<file path="src/rtl/odp_pkg.sv">
package odp_pkg;

   typedef enum logic [1:0] {
      SEL_NONE = 2'd0,
      SEL_DATA = 2'd1,
      SEL_DIR  = 2'd2,
      SEL_PULL = 2'd3
   } odp_sel_e;

   // pin states the bench and notes reason about
   typedef enum logic [1:0] {
      PIN_LOW  = 2'd0,
      PIN_HIGH = 2'd1,
      PIN_FLT  = 2'd2
   } odp_pin_e;

endpackage

</file>
<file path="src/rtl/odp_sync.sv">
module odp_sync #(
   parameter int STAGES = 2
) (
   input  logic clk,
   input  logic rst_n,
   input  logic d_in,
   output logic q_out
);
   generate
      if (STAGES < 2) begin : g_bad
         $error("odp_sync: STAGES must be at least 2");
      end
   endgenerate

   logic [STAGES-1:0] chain_q;

   generate
      for (genvar s = 0; s < STAGES; s++) begin : g_stage
         if (s == 0) begin : g_first
            always_ff @(posedge clk or negedge rst_n) begin
               if (!rst_n) chain_q[0] <= 1'b0;
               else        chain_q[0] <= d_in;
            end
         end else begin : g_next
            always_ff @(posedge clk or negedge rst_n) begin
               if (!rst_n) chain_q[s] <= 1'b0;
               else        chain_q[s] <= chain_q[s-1];
            end
         end
      end
   endgenerate

   assign q_out = chain_q[STAGES-1];
endmodule

</file>
<file path="src/rtl/odp_regs.sv">
module odp_regs
   import odp_pkg::*;
#(
   parameter int              ADDR_W    = 8,
   parameter int              DATA_W    = 8,
   parameter logic [ADDR_W-1:0] OFS_DATA = 'h12,
   parameter logic [ADDR_W-1:0] OFS_DIR  = 'h13,
   parameter logic [ADDR_W-1:0] OFS_PULL = 'h72,
   parameter logic            LATCH_RST = 1'b1
) (
   input  logic              clk,
   input  logic              rst_n,
   input  logic [ADDR_W-1:0] bus_addr,
   input  logic              bus_wr,
   input  logic [DATA_W-1:0] bus_wdata,
   output logic [DATA_W-1:0] bus_rdata,
   input  logic              pin_sync,
   output logic              latch_q,
   output logic              dir_q,
   output logic              pull_q
);
   localparam int PAD_W = DATA_W - 1;

   generate
      if (DATA_W < 2) begin : g_bad_w
         $error("odp_regs: DATA_W must be at least 2");
      end
      if (OFS_DATA == OFS_DIR || OFS_DATA == OFS_PULL || OFS_DIR == OFS_PULL) begin : g_bad_ofs
         $error("odp_regs: register offsets must differ");
      end
   endgenerate

   odp_sel_e sel;
   logic     bit_rd;
   logic     unused_hi;

   always_comb begin
      if (bus_addr == OFS_DATA)      sel = SEL_DATA;
      else if (bus_addr == OFS_DIR)  sel = SEL_DIR;
      else if (bus_addr == OFS_PULL) sel = SEL_PULL;
      else                           sel = SEL_NONE;
   end

   assign unused_hi = ^bus_wdata[DATA_W-1:1];

   always_ff @(posedge clk or negedge rst_n) begin
      if (!rst_n) begin
         latch_q <= LATCH_RST;
         dir_q   <= 1'b0;
         pull_q  <= 1'b0;
      end else if (bus_wr) begin
         case (sel)
            SEL_DATA: latch_q <= bus_wdata[0];
            SEL_DIR:  dir_q   <= bus_wdata[0];
            SEL_PULL: pull_q  <= bus_wdata[0];
            default:  ;
         endcase
      end
   end

   always_comb begin
      case (sel)
         SEL_DATA: bit_rd = pin_sync;
         SEL_DIR:  bit_rd = dir_q;
         SEL_PULL: bit_rd = pull_q;
         default:  bit_rd = 1'b0;
      endcase
   end

   assign bus_rdata = {{PAD_W{1'b0}}, bit_rd};
endmodule

</file>
<file path="src/rtl/odp_padctl.sv">
module odp_padctl (
   input  logic rst_n,
   input  logic stop_mode,
   input  logic latch_q,
   input  logic dir_q,
   input  logic pull_q,
   output logic pad_oe,
   output logic pad_out,
   output logic pad_pu
);
   logic run_ok;

   // reset and stop both silence the transistor; only stop may pull up
   assign run_ok  = rst_n & ~stop_mode;
   assign pad_oe  = run_ok & dir_q & ~latch_q;
   assign pad_out = 1'b0;
   assign pad_pu  = rst_n & stop_mode & pull_q;
endmodule

</file>
<file path="src/rtl/odpin_port.sv">
module odpin_port #(
   parameter int                ADDR_W      = 8,
   parameter int                DATA_W      = 8,
   parameter logic [ADDR_W-1:0] OFS_DATA    = 'h12,
   parameter logic [ADDR_W-1:0] OFS_DIR     = 'h13,
   parameter logic [ADDR_W-1:0] OFS_PULL    = 'h72,
   parameter int                SYNC_STAGES = 2,
   parameter logic              LATCH_RST   = 1'b1
) (
   input  logic              clk,
   input  logic              rst_n,
   input  logic [ADDR_W-1:0] bus_addr,
   input  logic              bus_wr,
   input  logic [DATA_W-1:0] bus_wdata,
   output logic [DATA_W-1:0] bus_rdata,
   input  logic              stop_mode,
   input  logic              pad_in,
   output logic              pad_oe,
   output logic              pad_out,
   output logic              pad_pu
);
   logic pin_sync;
   logic latch_q;
   logic dir_q;
   logic pull_q;

   odp_sync #(.STAGES(SYNC_STAGES)) u_sync (
      .clk   (clk),
      .rst_n (rst_n),
      .d_in  (pad_in),
      .q_out (pin_sync)
   );

   odp_regs #(
      .ADDR_W    (ADDR_W),
      .DATA_W    (DATA_W),
      .OFS_DATA  (OFS_DATA),
      .OFS_DIR   (OFS_DIR),
      .OFS_PULL  (OFS_PULL),
      .LATCH_RST (LATCH_RST)
   ) u_regs (
      .clk       (clk),
      .rst_n     (rst_n),
      .bus_addr  (bus_addr),
      .bus_wr    (bus_wr),
      .bus_wdata (bus_wdata),
      .bus_rdata (bus_rdata),
      .pin_sync  (pin_sync),
      .latch_q   (latch_q),
      .dir_q     (dir_q),
      .pull_q    (pull_q)
   );

   odp_padctl u_pad (
      .rst_n     (rst_n),
      .stop_mode (stop_mode),
      .latch_q   (latch_q),
      .dir_q     (dir_q),
      .pull_q    (pull_q),
      .pad_oe    (pad_oe),
      .pad_out   (pad_out),
      .pad_pu    (pad_pu)
   );
endmodule

</file>
<file path="config.mk">
export PLATFORM = sky130hd
export DESIGN_NAME = odpin_port
export DESIGN_NICKNAME = d
export VERILOG_FILES = /design/src/rtl/odp_pkg.sv /design/src/rtl/odp_sync.sv /design/src/rtl/odp_regs.sv /design/src/rtl/odp_padctl.sv /design/src/rtl/odpin_port.sv
export SDC_FILE = /design/constraint.sdc
export NUM_CORES = 1
export LEC_CHECK = 0
export CORE_AREA = 2 2 39 41
export CTS_CLUSTER_SIZE = 14
export DETAILED_ROUTE_END_ITERATION = 8
export DIE_AREA = 0 0 41 43
export DONT_BUFFER_PORTS = 1
export PLACE_DENSITY = 0.45
export SLEW_MARGIN = 20
export SYNTH_ARGS = -nofsm -noshare
export SYNTH_HDL_FRONTEND = slang
export SYNTH_SLANG_ARGS = --single-unit
</file>
<file path="constraint.sdc">
create_clock -name clk -period 1.6 [get_ports clk]
set_input_delay 0.08 -clock clk [delete_from_list [all_inputs] [get_ports clk]]
set_output_delay 0.08 -clock clk [all_outputs]
set_load 0.005 [all_outputs]
</file>
==> impl_metrics.ini, run 1 <==
[floorplanning]
die_w_um = 41
initial_core_util = 0.252
core_um2 = 1380
rows = 14
die_h_um = 43
dieArea_um2 = 1760
io_pins = 32

[global_routing]
antenna_found_initial = 0
grt_max_degree = 6
track_usage = 0.0748
grt_pass1_wl_um = 855
grt_pass1_vias = 218
gr-total-overflow = 0

[worst_setup_path]
cpPeakStageDelay_ps = 390
cpLargestDelayFamily = flip-flops
cp_slowest_cell = dfrtp_1
cp_max_fo = 3
path_cells = mux2_2 -> a32oi_1 -> nor2b_1
cp.arrival_ps = 1130
required_ps = 1520
crit_path_start_kind = flip-flop
crit_path_end_kind = primary output
worstSetupPathType = reg -> out
path_buf_inv = 0

[job]
cap_viol_max_count = 0

[clock_network]
cts_tree = done
post-cts-setup-buffers = 0
clk_path_buf_depth = 2
cts_root_buf = clkbuf_4
clkTransAtPathRegs_ps = 40
cts_buffers = 3
htree_levels = 1
cts.sinks = 5
clk_latency_ps = 240

[power_and_ir_drop]
switching_share = 0.208
p_leak_uw = 0.000172
power.internal_uw = 243
p_switching_uw = 63.9
powerDensity_nw_per_um2 = 800
p_clk_frac = 0.460
comb_power_share = 0.090
power_frac_seq = 0.450
ir_worst_vdd_mv = 0.437

[sta]
drv_slew = 0
finalHoldViolCount = 0
period_needed_ps = 1210
period_share = 0.757
grt_setup_unrepaired = no
timing.fmax_mhz = 826
skew_ps = 0.298
setup_viol = 0
setup_tns_ps = 0

[route]
top_layer = met3
drtAntennaViolNets = 0
vias = 224
wl_um = 610
avgViaCountPerCell = 4.31
drcViolationCount = 0
routedWlPerCell_um = 11.7
met2_length_um = 243
wl_met1_um = 249
firstDrtPassIters = 1
wl_met3_um = 117
drt_iter0_drc = 0

[finish]
drive_gt1_frac = 0.250
area_growth_pct = 10.0
nets = 58
layout.cells.non_filler = 52
num_antenna_cells = 0

[yosys]
ys.warnings.count = 0
syn-cell-area_um2 = 349
synthDistinctLibCells = 16
synth_area_per_cell_um2 = 11.3
ys_seq_area_frac = 0.362
synth_seq_cells = 5
synthCells = 31

[place]
portBuffers = 0
place_inst = 45
gp_routability_congestion = 0.565
dp_hpwl_um = 504

[min_path]
hold_class = in -> reg

[status]
outcome = finished, final reports clean
[worst paths after layout]
path	slack (ps)	from	end	cells after the start
max in group asynchronous	1230	rst_n	u_regs.latch_q	1
min in group asynchronous	130	rst_n	u_regs.pull_q	1
worst min-delay path	60	bus_addr[0]	u_regs.dir_q	2
worst max-delay path	390	u_regs.dir_q	bus_rdata[0]	3
worst min register to register	380	u_sync.chain_q[0]	u_sync.q_out	0
worst max register to register	790	u_regs.dir_q	u_regs.dir_q	1
[routing by layer]
| metal | track usage | vias to the layer above |
|---|---|---|
| met2 | 0.0875 | 22 |
| met1 | 0.105 | 99 |
| met5 | 0 | - |
| li1 | - | 103 |
| met4 | 0.0600 | 0 |
| met3 | 0.0262 | 0 |
[metrics by stage]
| step | total power, µW | cell area [µm²] | setup slack, ps | utilization | hold slack, ps |
|---|---|---|---|---|---|
| 2_1_floorplan | 170 | 375 | 590 | - | -216 |
| 3_3_place_gp | 157 | 328 | 633 | 0.237 | -215 |
| 3_5_place_dp | 159 | 328 | 616 | 0.237 | -215 |
| 4_1_cts | 316 | 384 | 379 | 0.278 | 59.7 |
| 5_1_grt | 332 | 384 | 319 | 0.278 | 76.3 |
| 6_report | 307 | 384 | 389 | 0.278 | 63.7 |
[logic make-up after synthesis]
| group | synth area share |
|---|---|
| AOI/OAI and AO/OA | 0.0251 |
| buffers and inverters | 0.204 |
| and+or+nand+nor | 0.269 |
| muxes | 0.129 |
| other | 0.0107 |
| DFF | 0.362 |
[what timing repair did]
action,in CTS,in global routing
hold buffers,3,0
endpoints found under the setup margin,0,0
endpoints found under the hold margin,9,0
resized for setup,0,0
[placed cells by master (no fill, tap or decap)]
master         count
nor2b_1            1
mux2_2             2
clkbuf_4           3
conb_1             8
dfrtp_1            4
a32oi_1            1
dfstp_2            1
nand4_1            3
nor4b_4            1
and3_1             1
nor3b_4            1
and4b_2            1
dlygate4sd3_1      3
nor3_1             1
clkbuf_1           1
nand2_1            1
mux2_1             2
inv_1              1
[cells in the mapped netlist]
library cell | n | area [µm²]
buf_4 | 9 | 67.6
dfrtp_1 | 4 | 100
nand4_1 | 3 | 18.8
mux2_1 | 2 | 22.5
mux2_2 | 2 | 22.5
a32oi_1 | 1 | 8.76
and3_1 | 1 | 6.26
and4b_2 | 1 | 11.3
conb_1 | 1 | 3.75
dfstp_2 | 1 | 26.3
inv_1 | 1 | 3.75
nand2_1 | 1 | 3.75
nor2b_1 | 1 | 6.26
nor3_1 | 1 | 5.00
nor3b_4 | 1 | 18.8
nor4b_4 | 1 | 23.8
[sequential cells by signal, indices dropped and copies added, names as in the netlist]
name and flops:
u_regs.dir_q 1, u_sync.q_out 1, u_sync.chain_q 1, u_regs.latch_q 1, u_regs.pull_q 1
[power groups by stage]
stage          registers [µW]  clock network (µW)  logic (µW)
6_report                  138                 141        27.8
5_1_grt                   138                 162        32.1
4_1_cts                   138                 151        27.6
3_5_place_dp              140                   0        19.3
3_3_place_gp              139                   0        18.8
2_1_floorplan             138                   0        32.1
[area by class of cell]
class	count	area (µm²)
Multi-Input combinational cell	23	178
Timing Repair Buffer	3	30.0
Clock buffer	4	26.3
Sequential cell	5	126
Tap cell	16	20.0
Fill cell	152	1000
Inverter	1	3.75
(Power assumes the default switching activity.)
==> run 2: changes to the inputs <==
--- a/config.mk
+++ b/config.mk
@@ -5,12 +5,13 @@
 export SDC_FILE = /design/constraint.sdc
 export NUM_CORES = 1
 export LEC_CHECK = 0
+export ABC_AREA = 1
 export CORE_AREA = 2 2 39 41
 export CTS_CLUSTER_SIZE = 14
 export DETAILED_ROUTE_END_ITERATION = 8
 export DIE_AREA = 0 0 41 43
 export DONT_BUFFER_PORTS = 1
-export PLACE_DENSITY = 0.45
+export PLACE_DENSITY = 0.47
 export SLEW_MARGIN = 20
 export SYNTH_ARGS = -nofsm -noshare
 export SYNTH_HDL_FRONTEND = slang
==> constraint.sdc (replaced) <==
create_clock -name clk -period 1.2 [get_ports clk]
set_input_delay 0.06 -clock clk [delete_from_list [all_inputs] [get_ports clk]]
set_output_delay 0.06 -clock clk [all_outputs]
set_load 0.005 [all_outputs]
==> run 2 against run 1 <==
  * Global-route usage is 1.0 points higher
  * Sequential cell count stayed put
  * Wire length is 3.3% higher
  * Final area is 13% higher
  * Combinational power is 81% higher
  * Final cell count is 40% higher
  * Non-clock buffer count is 2 higher
  * Total power is 40% higher
  * Die area stayed put
  * Worst setup slack worse by 110 ps
  * Sequential share of layout area is 3.8 points lower
  * Critical path type unchanged
  * Largest power group unchanged
==> impl_metrics.ini, run 2 <==
[finish]
final_area_um2 = 434
final_common_cell = nand2_1
area_growth_pct = 15.3
num_antenna_cells = 0
drive_gt1_frac = 0.228
nets = 79
fillers = 159
final_cell_mix = 10 x nand2_1, 8 x conb_1, 7 x nand3_1

[global_routing]
track_usage = 0.0849
grt_pass1_wl_um = 1000
grt_max_degree = 7
antenna_found_initial = 0
grt_pass1_vias = 281
gr-total-overflow = 0

[floorplanning]
die_w_um = 41
core_um2 = 1380
dieArea_um2 = 1760
initial_core_util = 0.272
die_h_um = 43
rows = 14
io_pins = 32

[clock_network]
htree_levels = 1
cts_tree = done
clkTransAtPathRegs_ps = 40
post-cts-setup-buffers = 0
cts.sinks = 5
clk_latency_ps = 240
cts_buffers = 3
cts_root_buf = clkbuf_4
clk_path_buf_depth = 2

[power_and_ir_drop]
p_clk_frac = 0.456
powerDensity_nw_per_um2 = 988
p_total_uw = 429
switching_share = 0.244
p_leak_uw = 0.000219
power_frac_seq = 0.427
power.internal_uw = 324
ir_worst_vdd_mv = 0.918
p_switching_uw = 105
comb_power_share = 0.118

[place]
dpl_cell_area_um2 = 355
portBuffers = 0
dpl_worst_slack_ps = 525
dp_hpwl_um = 487
gp_routability_congestion = 0.622

[yosys]
ys_async_sr_fraction = 1.00
synth_edf_count = 0
syn-cell-area_um2 = 377
synth_area_per_cell_um2 = 7.53
synthCells = 50
synth_seq_cells = 5
synthDistinctLibCells = 14
yosys-top-cells-count = 10 x nand2_1, 9 x buf_4, 7 x nand3_1, 4 x dfrtp_1, 4 x inv_1
ys.warnings.count = 0
synth_top_area_share = 0.266
ys_seq_area_frac = 0.336
synth_area_leaders = dfrtp_1 27%, buf_4 18%, nand2_1 10%, nand3_1 9.3%, dfstp_2 7.0%
synth_flop_cell = dfrtp_1
synth_most_common_cell = nand2_1
yosysTopAreaCell = dfrtp_1

[worst_setup_path]
required_ps = 1140
crit_start = u_regs.dir_q
cp.arrival_ps = 860
worstSetupPathType = reg -> out
crit_path_end_kind = primary output
cp_max_fo = 3
r2r-start = u_regs.latch_q
crit_path_start_kind = flip-flop

[sta]
drv_slew = 0
setup_viol = 0
timing.fmax_mhz = 1090
setup_tns_ps = 0
skew_ps = 10.0
finalWorstSetupSlack_ps = 280
grt_setup_unrepaired = no
period_share = 0.766
period_needed_ps = 920
finalHoldViolCount = 0

[route]
top_layer = met3
drt_iter0_drc = 5
wl_met3_um = 50
drcViolationCount = 0
met2_length_um = 326
firstDrtPassIters = 4
drtAntennaViolNets = 0
routedWlPerCell_um = 8.63
wl_um = 630
vias = 301
wl_met1_um = 253
avgViaCountPerCell = 4.12

[status]
outcome = finished, final reports clean

[job]
cap_viol_max_count = 0

[min_path]
min-delay-start = bus_wr
hold_class = in -> reg
## run 2: cell types whose count changed in the layout (fill, tap and decap cells not counted), sizes merged, moves of 4 or more
cell,delta
inv,+5
nor2,+4
mux2,-4
nand2,+12
nand3,+7
## run 2: final cells by class
class                      count  area, µm²  area share
multi-input combinational     37        186       0.429
timing repair buffer           5       52.6       0.121
tap                           16       20.0      0.0461
clock buffer                   4       26.3      0.0605
inverter                       6       22.5      0.0519
sequential                     5        126       0.291
## run 2: routing by layer
metal | global-route usage | up-vias
met4 | 0 | 0
met2 | 0.134 | 12
met1 | 0.0921 | 131
met5 | 0 | -
li1 | - | 158
met3 | 0.0681 | 0
## run 2: kinds of logic (layout without fill, tap and decap cells)
kind of cell,count (synthesis),after routing,synth area share
other cells,1,8,0.00996
buf+inv,15,15,0.239
flops,5,5,0.336
simple gates,29,29,0.415
## run 2: repair_timing
action / 4_1_cts / 5_1_grt
gates resized for setup: 0 / 1
endpoints found under the hold margin: 9 / 0
endpoints found under the setup margin: 0 / 1
hold buffers: 5 / 0
## run 2: through the flow
step / utilization / std cells / hold WS (ps)
3_5_place_dp: 0.257 / 64 / -235
3_3_place_gp: 0.257 / 64 / -235
5_1_grt: 0.314 / 73 / 27.9
2_1_floorplan: - / 57 / -236
4_1_cts: 0.312 / 73 / 2.62
6_report: 0.314 / 73 / 12.5
## run 2: power groups by stage
stage               clock [µW]  combinational, µW  sequential, µW
CTS                        201               50.2             183
floorplan                    0               50.7             184
global placement             0               34.3             186
detailed placement           0               34.6             186
global route               205               59.4             184
finish                     196               50.4             183
## run 2: worst paths after layout
path,to,cells past startpoint,slack [ps]
setup reg to reg,u_regs.latch_q,2,520
max in group asynchronous,u_regs.latch_q,1,840
setup / recovery,pad_oe,2,280
hold reg to reg,u_sync.q_out,0,330
hold / removal,u_regs.dir_q,3,10
min in group asynchronous,u_sync.q_out,1,110
## run 2: worst max-delay path, stage by stage (launching register included)
cell and delay (ps):
dfrtp_1 370, nand2_1 60, nor3_1 200
==> run 3: changes to the inputs <==
==> constraint.sdc (replaced) <==
create_clock -name clk -period 0.89 [get_ports clk]
set_input_delay 0.0445 -clock clk [delete_from_list [all_inputs] [get_ports clk]]
set_output_delay 0.0445 -clock clk [all_outputs]
set_load 0.005 [all_outputs]
==> run 3 against run 2 <==
  * Critical path depth stayed put
  * Sequential share of layout area is 0.17 points higher
  * Total power increased by 34%
  * Count of clock-buffer cells in the layout stayed put
  * Global-route usage down 0.20 points
  * Wire length shrank 2.5%
  * Worst hold slack improved by 37 ps
  * Final area shrank 0.58%
  * First-iteration DRC count rose by 40%
  * Via count decreased by 2.0%
  * Die area is the same
  * Non-clock buffer count decreased by 1
==> impl_metrics.ini, run 3 (synthesis results as in run 2) <==
[status]
outcome = finished, final reports clean

[route]
drtAntennaViolNets = 0
firstDrtPassIters = 2
wl_met3_um = 45
met2_length_um = 317
routedWlPerCell_um = 8.53
wl_met1_um = 252
top_layer = met3
drt_iter0_drc = 7
wl_um = 614
vias = 295
avgViaCountPerCell = 4.10
drcViolationCount = 0

[worst_setup_path]
path_cells = nand3_1 -> nand3_2
cp_slowest_cell = dfrtp_1
cpPeakStageDelay_ps = 390
required_ps = 850
cp_max_fo = 3
cp.arrival_ps = 830
crit_path_end_kind = primary output
crit_path_start_kind = flip-flop
worstSetupPathType = reg -> out

[power_and_ir_drop]
power.internal_uw = 436
p_clk_frac = 0.451
p_leak_uw = 0.000218
ir_worst_vdd_mv = 1.23
comb_power_share = 0.120
power_frac_seq = 0.430
switching_share = 0.242
p_total_uw = 576
powerDensity_nw_per_um2 = 1330
p_switching_uw = 139

[global_routing]
grt_pass1_wl_um = 979
track_usage = 0.0829
gr-total-overflow = 0
grt_pass1_vias = 278
antenna_found_initial = 0
grt_max_degree = 7

[floorplanning]
die_h_um = 43
core_um2 = 1380
dieArea_um2 = 1760
rows = 14
initial_core_util = 0.272
io_pins = 32
die_w_um = 41

[clock_network]
htree_levels = 1
cts_root_buf = clkbuf_4
cts.sinks = 5
cts_tree = done
cts_buffers = 3
clk_path_buf_depth = 2
post-cts-setup-buffers = 0
clkTransAtPathRegs_ps = 50
clk_latency_ps = 240

[finish]
drive_gt1_frac = 0.268
fillers = 160
num_antenna_cells = 0
finish.utilization = 0.312
final_cell_mix = 10 x nand2_1, 8 x conb_1, 6 x nand3_1
final_common_cell = nand2_1
final_area_um2 = 432
nets = 78
area_growth_pct = 14.6

[place]
portBuffers = 0
dp_hpwl_um = 487
gp_routability_congestion = 0.622
dpl_cell_area_um2 = 355

[sta]
skew_ps = 7.61
grt_setup_unrepaired = yes
whs_ps = 49.6
period_share = 0.981
period_needed_ps = 873
timing.fmax_mhz = 1150
setup_viol = 0
finalHoldViolCount = 0
drv_slew = 0

[job]
cap_viol_max_count = 0

[min_path]
hold_class = in -> reg
## run 3: cell types whose count changed in the layout (fill, tap and decap cells not counted)
cell / before / now
nor3_2: 0 / 1
nand3_1: 7 / 6
nor3_1: 1 / 0
nand3_2: 0 / 1
dlymetal6s4s_1: 1 / 0
## run 3: area by class of cell
| cell class | instances | area [µm²] | area share |
|---|---|---|---|
| clock buffer | 4 | 26.3 | 0.0609 |
| timing repair buffer | 4 | 40.0 | 0.0928 |
| tap | 16 | 20.0 | 0.0464 |
| multi-input combinational | 37 | 196 | 0.455 |
| inverter | 6 | 22.5 | 0.0522 |
| sequential | 5 | 126 | 0.293 |
## run 3: power groups by stage
stage	clock network (µW)	logic, µW	registers [µW]
5_1_grt	276	81.0	249
3_3_place_gp	0	46.2	251
4_1_cts	271	69.0	248
2_1_floorplan	0	68.4	248
6_report	260	68.8	248
3_5_place_dp	0	46.6	251
## run 3: through the flow
| stage | instances | setup slack [ps] | TNS [ps] |
|---|---|---|---|
| detailed placement | 64 | 218 | 0 |
| global route | 72 | -31.1 | -61.9 |
| floorplan | 57 | 211 | 0 |
| global placement | 64 | 216 | 0 |
| CTS | 72 | 1.79 | 0 |
| finish | 72 | 17.2 | 0 |
## run 3: critical path, delay by kind of cell (launching register included)
family / cells / cell delay (ps)
flops: 1 / 390
simple gates: 2 / 200
## run 3: layer usage
layer  vias to the layer above  GRT usage
met2                        10      0.128
met3                         0     0.0681
li1                        157          -
met5                         -          0
met4                         0          0
met1                       128     0.0921
## run 3: worst paths after layout
kind                                   startpoint              to  slack, ps  cells past startpoint
worst min-delay path                  bus_addr[1]  u_regs.latch_q         50                      4
max in group asynchronous                   rst_n  u_regs.latch_q        550                      1
worst max-delay path                 u_regs.dir_q    bus_rdata[0]         20                      2
worst min register to register  u_sync.chain_q[0]    u_sync.q_out        330                      0
min in group asynchronous                   rst_n    u_sync.q_out         90                      1
worst max register to register     u_regs.latch_q  u_regs.latch_q        200                      2
## run 3: repair_timing
item | in CTS | in global routing
endpoints found under the setup margin | 2 | 2
hold buffers | 4 | 0
pin swaps | 0 | 0
resized for setup | 2 | 0
hold endpoints to repair | 9 | 0
